[src/rtl/cmd_eng_pkg.sv]
package cmd_eng_pkg;

  typedef enum logic [1:0] {
    PH_IDLE = 2'd0,
    PH_CMD  = 2'd1,
    PH_RSP  = 2'd2
  } phase_e;

  typedef enum logic [1:0] {
    HS_BAD  = 2'b00,
    HS_REQ  = 2'b01,
    HS_REL  = 2'b10,
    HS_IDLE = 2'b11
  } hs_e;

  typedef struct packed {
    logic       var_n;
    logic [7:0] n;
  } len_t;

  typedef struct packed {
    logic known;
    len_t arg;
    len_t rsp;
  } cmd_info_t;

  // computed command table: field value 7 marks a variable length
  function automatic cmd_info_t cmd_lookup(input logic [7:0] c);
    cmd_info_t r;
    r.known     = ~c[7];
    r.arg.var_n = (c[2:0] == 3'd7);
    r.arg.n     = r.arg.var_n ? 8'd0 : {5'd0, c[2:0]};
    r.rsp.var_n = (c[5:3] == 3'd7);
    r.rsp.n     = r.rsp.var_n ? 8'd0 : {5'd0, c[5:3]};
    return r;
  endfunction

endpackage

[src/rtl/hs_monitor.sv]
module hs_monitor
  import cmd_eng_pkg::*;
(
  input  logic       clk_i,
  input  logic       rst_ni,
  input  logic       wr_i,
  input  logic [1:0] wdata_i,
  output logic       evt_o,
  output hs_e        kind_o,
  output logic [1:0] port_o
);

  logic [1:0] hs_q, last_q;

  assign evt_o  = (hs_q != last_q);
  assign kind_o = hs_e'(hs_q);
  assign port_o = hs_q;

  always_ff @(posedge clk_i or negedge rst_ni) begin
    if (!rst_ni) begin
      hs_q   <= 2'b11;
      last_q <= 2'b11;
    end else begin
      if (wr_i)                           hs_q    <= wdata_i;
      else if (evt_o && kind_o == HS_REQ) hs_q[0] <= 1'b0;
      else if (evt_o && kind_o == HS_REL) hs_q[0] <= 1'b1;
      if (evt_o) begin
        unique case (kind_o)
          HS_REQ:  last_q <= {hs_q[1], 1'b0};
          HS_REL:  last_q <= {hs_q[1], 1'b1};
          default: last_q <= hs_q;
        endcase
      end
    end
  end

  assert_release_R4: assert property (@(posedge clk_i) disable iff (!rst_ni)
    (evt_o && kind_o == HS_REL && !wr_i) |=> (port_o == 2'b11));

  assert_ack_low_R3: assert property (@(posedge clk_i) disable iff (!rst_ni)
    (evt_o && kind_o == HS_REQ && !wr_i) |=> (port_o == 2'b00));

endmodule

[src/rtl/byte_store.sv]
module byte_store #(
  parameter int DEPTH = 16,
  localparam int AW = $clog2(DEPTH)
) (
  input  logic          clk_i,
  input  logic          rst_ni,
  input  logic          we_i,
  input  logic [AW-1:0] waddr_i,
  input  logic [7:0]    wdata_i,
  input  logic [AW-1:0] raddr_i,
  output logic [7:0]    rdata_o
);

  logic [7:0] mem_q [DEPTH];

  for (genvar i = 0; i < DEPTH; i++) begin : g_ent
    always_ff @(posedge clk_i or negedge rst_ni) begin
      if (!rst_ni)                               mem_q[i] <= 8'h00;
      else if (we_i && waddr_i == AW'(i))        mem_q[i] <= wdata_i;
    end
  end

  assign rdata_o = mem_q[raddr_i];

endmodule

[src/rtl/cmd_serial_engine.sv]
module cmd_serial_engine
  import cmd_eng_pkg::*;
#(
  parameter int ARG_DEPTH = 16,
  parameter int RSP_DEPTH = 32,
  localparam int AAW = $clog2(ARG_DEPTH),
  localparam int RAW = $clog2(RSP_DEPTH)
) (
  input  logic           clk_i,
  input  logic           rst_ni,
  input  logic           hs_wr_i,
  input  logic [1:0]     hs_wdata_i,
  output logic [1:0]     hs_port_o,
  input  logic           sr_dir_i,
  input  logic [7:0]     sr_rx_i,
  output logic [7:0]     sr_tx_o,
  output logic           byte_done_o,
  output logic           err_o,
  output logic           disp_o,
  output logic [7:0]     disp_cmd_o,
  output logic [7:0]     disp_argc_o,
  input  logic [AAW-1:0] arg_raddr_i,
  output logic [7:0]     arg_rdata_o,
  input  logic           rsp_we_i,
  input  logic [RAW-1:0] rsp_waddr_i,
  input  logic [7:0]     rsp_wdata_i,
  input  logic [7:0]     rsp_size_i
);

  logic evt;
  hs_e  kind;

  hs_monitor u_hs (
    .clk_i   (clk_i),
    .rst_ni  (rst_ni),
    .wr_i    (hs_wr_i),
    .wdata_i (hs_wdata_i),
    .evt_o   (evt),
    .kind_o  (kind),
    .port_o  (hs_port_o)
  );

  phase_e     phase_q, phase_n;
  logic [7:0] cmd_q, cmd_n;
  logic       known_q, known_n;
  logic [7:0] need_q, need_n, cnt_q, cnt_n;
  logic       need_ok_q, need_ok_n;
  logic [7:0] rlen_q, rlen_n, rpos_q, rpos_n;
  logic       rlen_ok_q, rlen_ok_n;
  logic [7:0] tx_q, tx_n;
  logic       done_q, done_n, err_q, err_n, disp_q, disp_n;
  logic       arg_we;
  logic [7:0] rsp_rdata;
  cmd_info_t  info;

  byte_store #(.DEPTH(ARG_DEPTH)) u_args (
    .clk_i   (clk_i),
    .rst_ni  (rst_ni),
    .we_i    (arg_we),
    .waddr_i (cnt_q[AAW-1:0]),
    .wdata_i (sr_rx_i),
    .raddr_i (arg_raddr_i),
    .rdata_o (arg_rdata_o)
  );

  byte_store #(.DEPTH(RSP_DEPTH)) u_rsp (
    .clk_i   (clk_i),
    .rst_ni  (rst_ni),
    .we_i    (rsp_we_i),
    .waddr_i (rsp_waddr_i),
    .wdata_i (rsp_wdata_i),
    .raddr_i (rpos_q[RAW-1:0]),
    .rdata_o (rsp_rdata)
  );

  assign info = cmd_lookup(sr_rx_i);

  always_comb begin
    phase_n = phase_q;  cmd_n = cmd_q;  known_n = known_q;
    need_n = need_q;    need_ok_n = need_ok_q;  cnt_n = cnt_q;
    rlen_n = rlen_q;    rlen_ok_n = rlen_ok_q;  rpos_n = rpos_q;
    tx_n = tx_q;
    done_n = 1'b0;  err_n = 1'b0;  disp_n = 1'b0;  arg_we = 1'b0;
    if (evt && kind == HS_BAD) err_n = 1'b1;
    if (evt && kind == HS_REQ) begin
      unique case (phase_q)
        PH_IDLE: begin
          if (!sr_dir_i) err_n = 1'b1;
          else begin
            done_n    = 1'b1;
            cmd_n     = sr_rx_i;
            known_n   = info.known;
            need_n    = info.arg.n;
            need_ok_n = ~info.arg.var_n;
            rlen_n    = info.rsp.n;
            rlen_ok_n = ~info.rsp.var_n;
            cnt_n     = 8'd0;
            rpos_n    = 8'd0;
            phase_n   = PH_CMD;
          end
        end
        PH_CMD: begin
          if (!sr_dir_i) err_n = 1'b1;
          else begin
            done_n = 1'b1;
            if (!need_ok_q) begin
              need_n    = sr_rx_i;
              need_ok_n = 1'b1;
            end else begin
              arg_we = (int'(cnt_q) < ARG_DEPTH);
              cnt_n  = cnt_q + 8'd1;
            end
          end
        end
        PH_RSP: begin
          if (sr_dir_i) err_n = 1'b1;
          else begin
            done_n = 1'b1;
            if (!rlen_ok_q) begin
              tx_n      = known_q ? rsp_size_i : 8'd0;
              rlen_n    = tx_n;
              rlen_ok_n = 1'b1;
            end else if (rpos_q < rlen_q) begin
              tx_n   = (known_q && int'(rpos_q) < RSP_DEPTH) ? rsp_rdata : 8'd0;
              rpos_n = rpos_q + 8'd1;
            end
          end
        end
        default: phase_n = PH_IDLE;
      endcase
      // completion chains within one handshake
      if (phase_n == PH_CMD && need_ok_n && cnt_n == need_n) begin
        disp_n  = 1'b1;
        phase_n = PH_RSP;
      end
      if (phase_n == PH_RSP && rlen_ok_n && rpos_n == rlen_n) phase_n = PH_IDLE;
    end
  end

  always_ff @(posedge clk_i or negedge rst_ni) begin
    if (!rst_ni) begin
      phase_q <= PH_IDLE;  cmd_q <= 8'd0;  known_q <= 1'b0;
      need_q <= 8'd0;  need_ok_q <= 1'b1;  cnt_q <= 8'd0;
      rlen_q <= 8'd0;  rlen_ok_q <= 1'b1;  rpos_q <= 8'd0;
      tx_q <= 8'd0;  done_q <= 1'b0;  err_q <= 1'b0;  disp_q <= 1'b0;
    end else begin
      phase_q <= phase_n;  cmd_q <= cmd_n;  known_q <= known_n;
      need_q <= need_n;  need_ok_q <= need_ok_n;  cnt_q <= cnt_n;
      rlen_q <= rlen_n;  rlen_ok_q <= rlen_ok_n;  rpos_q <= rpos_n;
      tx_q <= tx_n;  done_q <= done_n;  err_q <= err_n;  disp_q <= disp_n;
    end
  end

  assign sr_tx_o     = tx_q;
  assign byte_done_o = done_q;
  assign err_o       = err_q;
  assign disp_o      = disp_q;
  assign disp_cmd_o  = cmd_q;
  assign disp_argc_o = cnt_q;

  assert_disp_on_byte_R10: assert property (@(posedge clk_i) disable iff (!rst_ni)
    disp_o |-> byte_done_o);

  assert_err_excl_R9: assert property (@(posedge clk_i) disable iff (!rst_ni)
    !(err_o && byte_done_o));

  assert_arg_bound_R12: assert property (@(posedge clk_i) disable iff (!rst_ni)
    (phase_q == PH_CMD && need_ok_q) |-> (cnt_q < need_q));

  assert_rsp_bound_R10: assert property (@(posedge clk_i) disable iff (!rst_ni)
    (phase_q == PH_RSP && rlen_ok_q) |-> (rpos_q < rlen_q));

  assert_no_evt_no_byte_R2: assert property (@(posedge clk_i) disable iff (!rst_ni)
    (!evt) |=> (!byte_done_o && !disp_o));

endmodule

[config.mk]
export PLATFORM = sky130hd
export DESIGN_NAME = cmd_serial_engine
export DESIGN_NICKNAME = d
export VERILOG_FILES = /design/src/rtl/cmd_eng_pkg.sv /design/src/rtl/hs_monitor.sv /design/src/rtl/byte_store.sv /design/src/rtl/cmd_serial_engine.sv
export SDC_FILE = /design/constraint.sdc
export NUM_CORES = 1
export LEC_CHECK = 0
export BUFFER_PORTS_ARGS = -buffer_cell sky130_fd_sc_hd__buf_2
export CAP_MARGIN = 25
export CORE_MARGIN = 3
export CORE_UTILIZATION = 56
export CTS_BUF_LIST = sky130_fd_sc_hd__clkbuf_16
export DETAILED_ROUTE_END_ITERATION = 6
export GPL_ROUTABILITY_DRIVEN = 0
export PLACE_DENSITY = 0.8
export SETUP_SLACK_MARGIN = 0.1
export SLEW_MARGIN = 30
export SYNTH_ARGS = -nofsm -noshare
export SYNTH_HDL_FRONTEND = slang
export SYNTH_SLANG_ARGS = --single-unit
[constraint.sdc]
create_clock -name clk_i -period 2.7 [get_ports clk_i]
set_input_delay 0.54 -clock clk_i [delete_from_list [all_inputs] [get_ports clk_i]]
set_output_delay 0.54 -clock clk_i [all_outputs]
set_load 0.02 [all_outputs]
==> flow_summary_export.csv <==
group,metric,value,unit
clock_tree,tritoncts,"yes",
global_routing,grt_start_max_net_pins,84,
yosys,ys.warnings.count,0,
critical_path,arrival,3210,ps
timing,clock.fmax,363.0,MHz
yosys,commonest_register_cell_after_synthesis,"sky130_fd_sc_hd__dfrtp_1",
critical_path,setup.worst_path.class,"reg -> reg",
floorplanning,die-width,202.5,um
floorplanning,die_height,202.5,um
clock_tree,worstSkewPairLatency,590,ps
yosys,synth_seq_area_share,0.5142,
yosys,syn-mean-instance-area,13.12,um^2
place,number_of_input_and_output_port_buffers_inserted,76,
yosys,synth_cell_type_count,67,
power,powerDensity,857.4,mW/mm^2
layout,synthToLayoutAreaGrowth,15.72,%
clock_tree,cts-root-buf,"sky130_fd_sc_hd__clkbuf_16",
critical_path,setup.worst_path.end_class,"flip-flop",
clock_tree,clk_transition_reported_paths,60,ps
power,power.combinational.fraction,0.328,
run_status,failed_checks,"negative setup slack",
drt,antenna_left,0,
critical_path,worstSetupStartpointType,"flip-flop",
drt,detail_route.wl_per_cell,22.82,um
power,p_clk_frac,0.281,
yosys,synth_enable_flop_cells,0,
drt,per_cell_via_count_in_the_routed_design,6.316,
timing,worst_slack,-54.88,ps
power,power_switching,7.169,mW
clock_tree,htreeDepth,2,
timing,tightestPinTransition,723.3,ps
global_routing,grt.overflow.total,0,
layout,num-fill-cells,2606,
drt,detailedRoute.firstPassIterationCount,6,
timing,setup-violations-final,2,
yosys,synth.net_count,1703,
timing,hold_viol_final,0,
yosys,ys_ff_latch,444,
hold_path,worstHoldPathType,"in -> reg",
floorplanning,floorplan.core_area,0.03784,mm^2
clock_tree,clock_sinks,444,
timing,hold-worst-slack,167.1,ps
floorplanning,initial_cell_density_of_the_core,0.5713,
critical_path,critical_path.cell_chain,"inv_1, ha_1, a21oi_2, o21ai_2, a21o_2, buf_12, nor2_4, buf_6, a31oi_1, xor2_1, nor4_4, nand3_1, a221o_1",
global_routing,grt_use_total,0.2579,
timing,max_slew_margin,0.5178,
floorplanning,ioPinCount,77,
critical_path,worst_stage_delay_on_the_critical_path,350,ps
power,p_int,14.28,mW
floorplanning,die_outline_area,0.04100,mm^2
run_status,run_status,"finished with violations",
critical_path,cp.required,3150,ps
power,p_leak,11.85,nW
critical_path,timing.critical_path.slowest_stage_cell,"sky130_fd_sc_hd__dfrtp_1",
yosys,postSynthCellCount,1648,
clock_tree,numCtsBuffers,46,
drt,detailedRoute.firstIterationViolations,1313,
power,netSwitchingFraction,0.3342,
drt,post_detailed_route_drc_marker_count,0,
global_routing,grt_antenna_before_repair,2,
clock_tree,clock_tree.buffer_depth,3,
power,power_frac_seq,0.392,
critical_path,crit_path_max_fanout,4,
place,detailed_place_hpwl,35.15,mm
job,maxCapViolations,0,
power,design_power_total,21.45,mW
drt,vias,14710,
drt,finalWirelength,53.15,mm
timing,timing_max_transition_violations_final,0,
global_routing,grt_pass1_vias,15410,
timing,finalCritPeriodShare,1.020,
global_routing,grt_first_pass_wirelength,84.56,mm
floorplanning,core.rowCount,71,
layout,finish.net_count,1838,
timing,timing.final.crit_period,2755,ps
yosys,syn_area,0.02162,mm^2
layout,finalNonFillerCells,2329,
timing,grt_setup_unrepaired,"yes",
timing,clock_skew,19.12,ps
power,ir_drop,0.6411,mV
layout,ratio_of_cells_with_drive_above_1_in_the_final_layout,0.4383,
yosys,synth-async-reset-ratio,1.000,
place,placed_cells_incl_taps,2236,
[critical path: cells and delay by family (launching register included)]
family,cells,cell delay [ps]
compound gates,5,860
xor+xnor,1,200
fa+ha+maj,1,330
buf+inv,3,310
flops,1,350
simple gates,3,580
[metal layers]
metal / routed length [um] / vias up / global-route usage
met2: 25960 / 541 / 0.4291
met1: 22360 / 7659 / 0.3518
met4: 1544 / 2 / 0.07671
li1: - / 6380 / -
met3: 3273 / 127 / 0.04602
met5: 7 / - / 0
[placed cells by master (no fill, tap or decap), drive strengths merged, types with 6 or more instances in the layout]
cell    count
xnor2      13
nand2b     10
a21oi      70
dfrtp     438
dfstp       6
ha         15
mux4       72
inv        29
a22o       11
nor2b      11
and2        7
mux2      395
o31ai       6
nand2      89
buf       209
o221ai     35
nor2       71
nand3      16
and3        6
mux2i      72
a31oi       9
nand4b      6
clkbuf     47
o22ai      19
nor3       25
o21ai      43
clkinv     23
nand4       7
[state kept, by name, summed over array words and instances (netlist names)]
register	count
disp_o	1
sr_tx_o	8
disp_argc_o	8
disp_cmd_o	8
u_hs.last_q	2
need_ok_q	1
u_rsp.mem_q	256
rlen_q	8
err_o	1
byte_done_o	1
need_q	8
u_args.mem_q	128
phase_q	2
u_hs.kind_o	2
rpos_q	8
known_q	1
rlen_ok_q	1
[power groups by stage]
| stage | sequential [mW] | clock [mW] | combinational, mW |
|---|---|---|---|
| final | 8.40 | 6.02 | 7.03 |
| after global routing | 8.51 | 6.39 | 7.52 |
| after CTS | 8.36 | 6.11 | 6.68 |
| after detailed placement | 8.46 | 0 | 6.58 |
| after global placement | 8.38 | 0 | 6.43 |
| after floorplan | 8.41 | 0 | 4.22 |
[path summary, 6_finish.rpt]
check                          startpoint                 to  slack [ps]  depth (start not counted)
max                             rlen_q[5]         phase_q[1]         -50                         13
min reg2reg                u_hs.kind_o[1]     u_hs.last_q[1]         400                          0
min                               hs_wr_i     u_hs.kind_o[1]         170                          2
max in group asynchronous          rst_ni   u_rsp.mem_q[110]        1320                          3
max reg2reg                     rlen_q[5]         phase_q[1]         -50                         13
min in group asynchronous          rst_ni  u_args.mem_q[109]         570                          2
[cell families after synthesis]
kind of cell | share of synthesized area
xor+xnor | 0.006886
mux | 0.3142
fa+ha+maj | 0.008681
flops | 0.5142
buf+inv | 0.02656
compound gates | 0.06586
simple gates | 0.06354
[stage by stage]
step	instance area [um^2]	util	setup TNS [ps]	worst slack [ps]
floorplan	21630	-	-13.16	-13.16
global placement	23270	0.6150	-103.6	-91.50
detailed placement	23270	0.6150	-311.0	-182.5
CTS	24790	0.6551	-181.3	-115.3
global route	25020	0.6610	-277.1	-190.9
finish	25020	0.6611	-87.71	-54.88
[cells in the mapped netlist (13+ instances only)]
cell | count | area share
sky130_fd_sc_hd__a21oi_1 | 70 | 0.016
sky130_fd_sc_hd__buf_1 | 13 | 0.0023
sky130_fd_sc_hd__buf_2 | 14 | 0.0032
sky130_fd_sc_hd__clkbuf_1 | 94 | 0.016
sky130_fd_sc_hd__dfrtp_1 | 438 | 0.51
sky130_fd_sc_hd__ha_1 | 15 | 0.0087
sky130_fd_sc_hd__inv_1 | 18 | 0.0031
sky130_fd_sc_hd__mux2_2 | 388 | 0.20
sky130_fd_sc_hd__mux2i_1 | 71 | 0.033
sky130_fd_sc_hd__mux4_2 | 72 | 0.075
sky130_fd_sc_hd__nand2_1 | 87 | 0.015
sky130_fd_sc_hd__nand3_1 | 16 | 0.0037
sky130_fd_sc_hd__nor2_1 | 68 | 0.012
sky130_fd_sc_hd__nor3_1 | 23 | 0.0053
sky130_fd_sc_hd__o21ai_0 | 42 | 0.0097
sky130_fd_sc_hd__o221ai_1 | 35 | 0.014
sky130_fd_sc_hd__o22ai_1 | 19 | 0.0055
sky130_fd_sc_hd__xnor2_1 | 13 | 0.0053
[layout make-up]
class	instances	area (um^2)	share of cell area
Antenna cell	2	5.005	0.0002000
Clock buffer	46	1151	0.04601
Sequential cell	444	11120	0.4445
Multi-Input combinational cell	1060	10090	0.4034
Clock inverter	35	255.2	0.01020
Inverter	20	75.07	0.003001
Tap cell	511	639.4	0.02556
Timing Repair Buffer	211	1678	0.06706
[repair_timing]
| item | in CTS | in global routing |
|---|---|---|
| pin swaps | 7 | 9 |
| cloned | 0 | 1 |
| setup buffers | 4 | 4 |
| resized for setup | 23 | 43 |
| hold buffers | 1 | 0 |
| setup endpoints to repair | 137 | 139 |
| endpoints found under the hold margin | 5 | 0 |
Power figures use the tool's default switching activity.
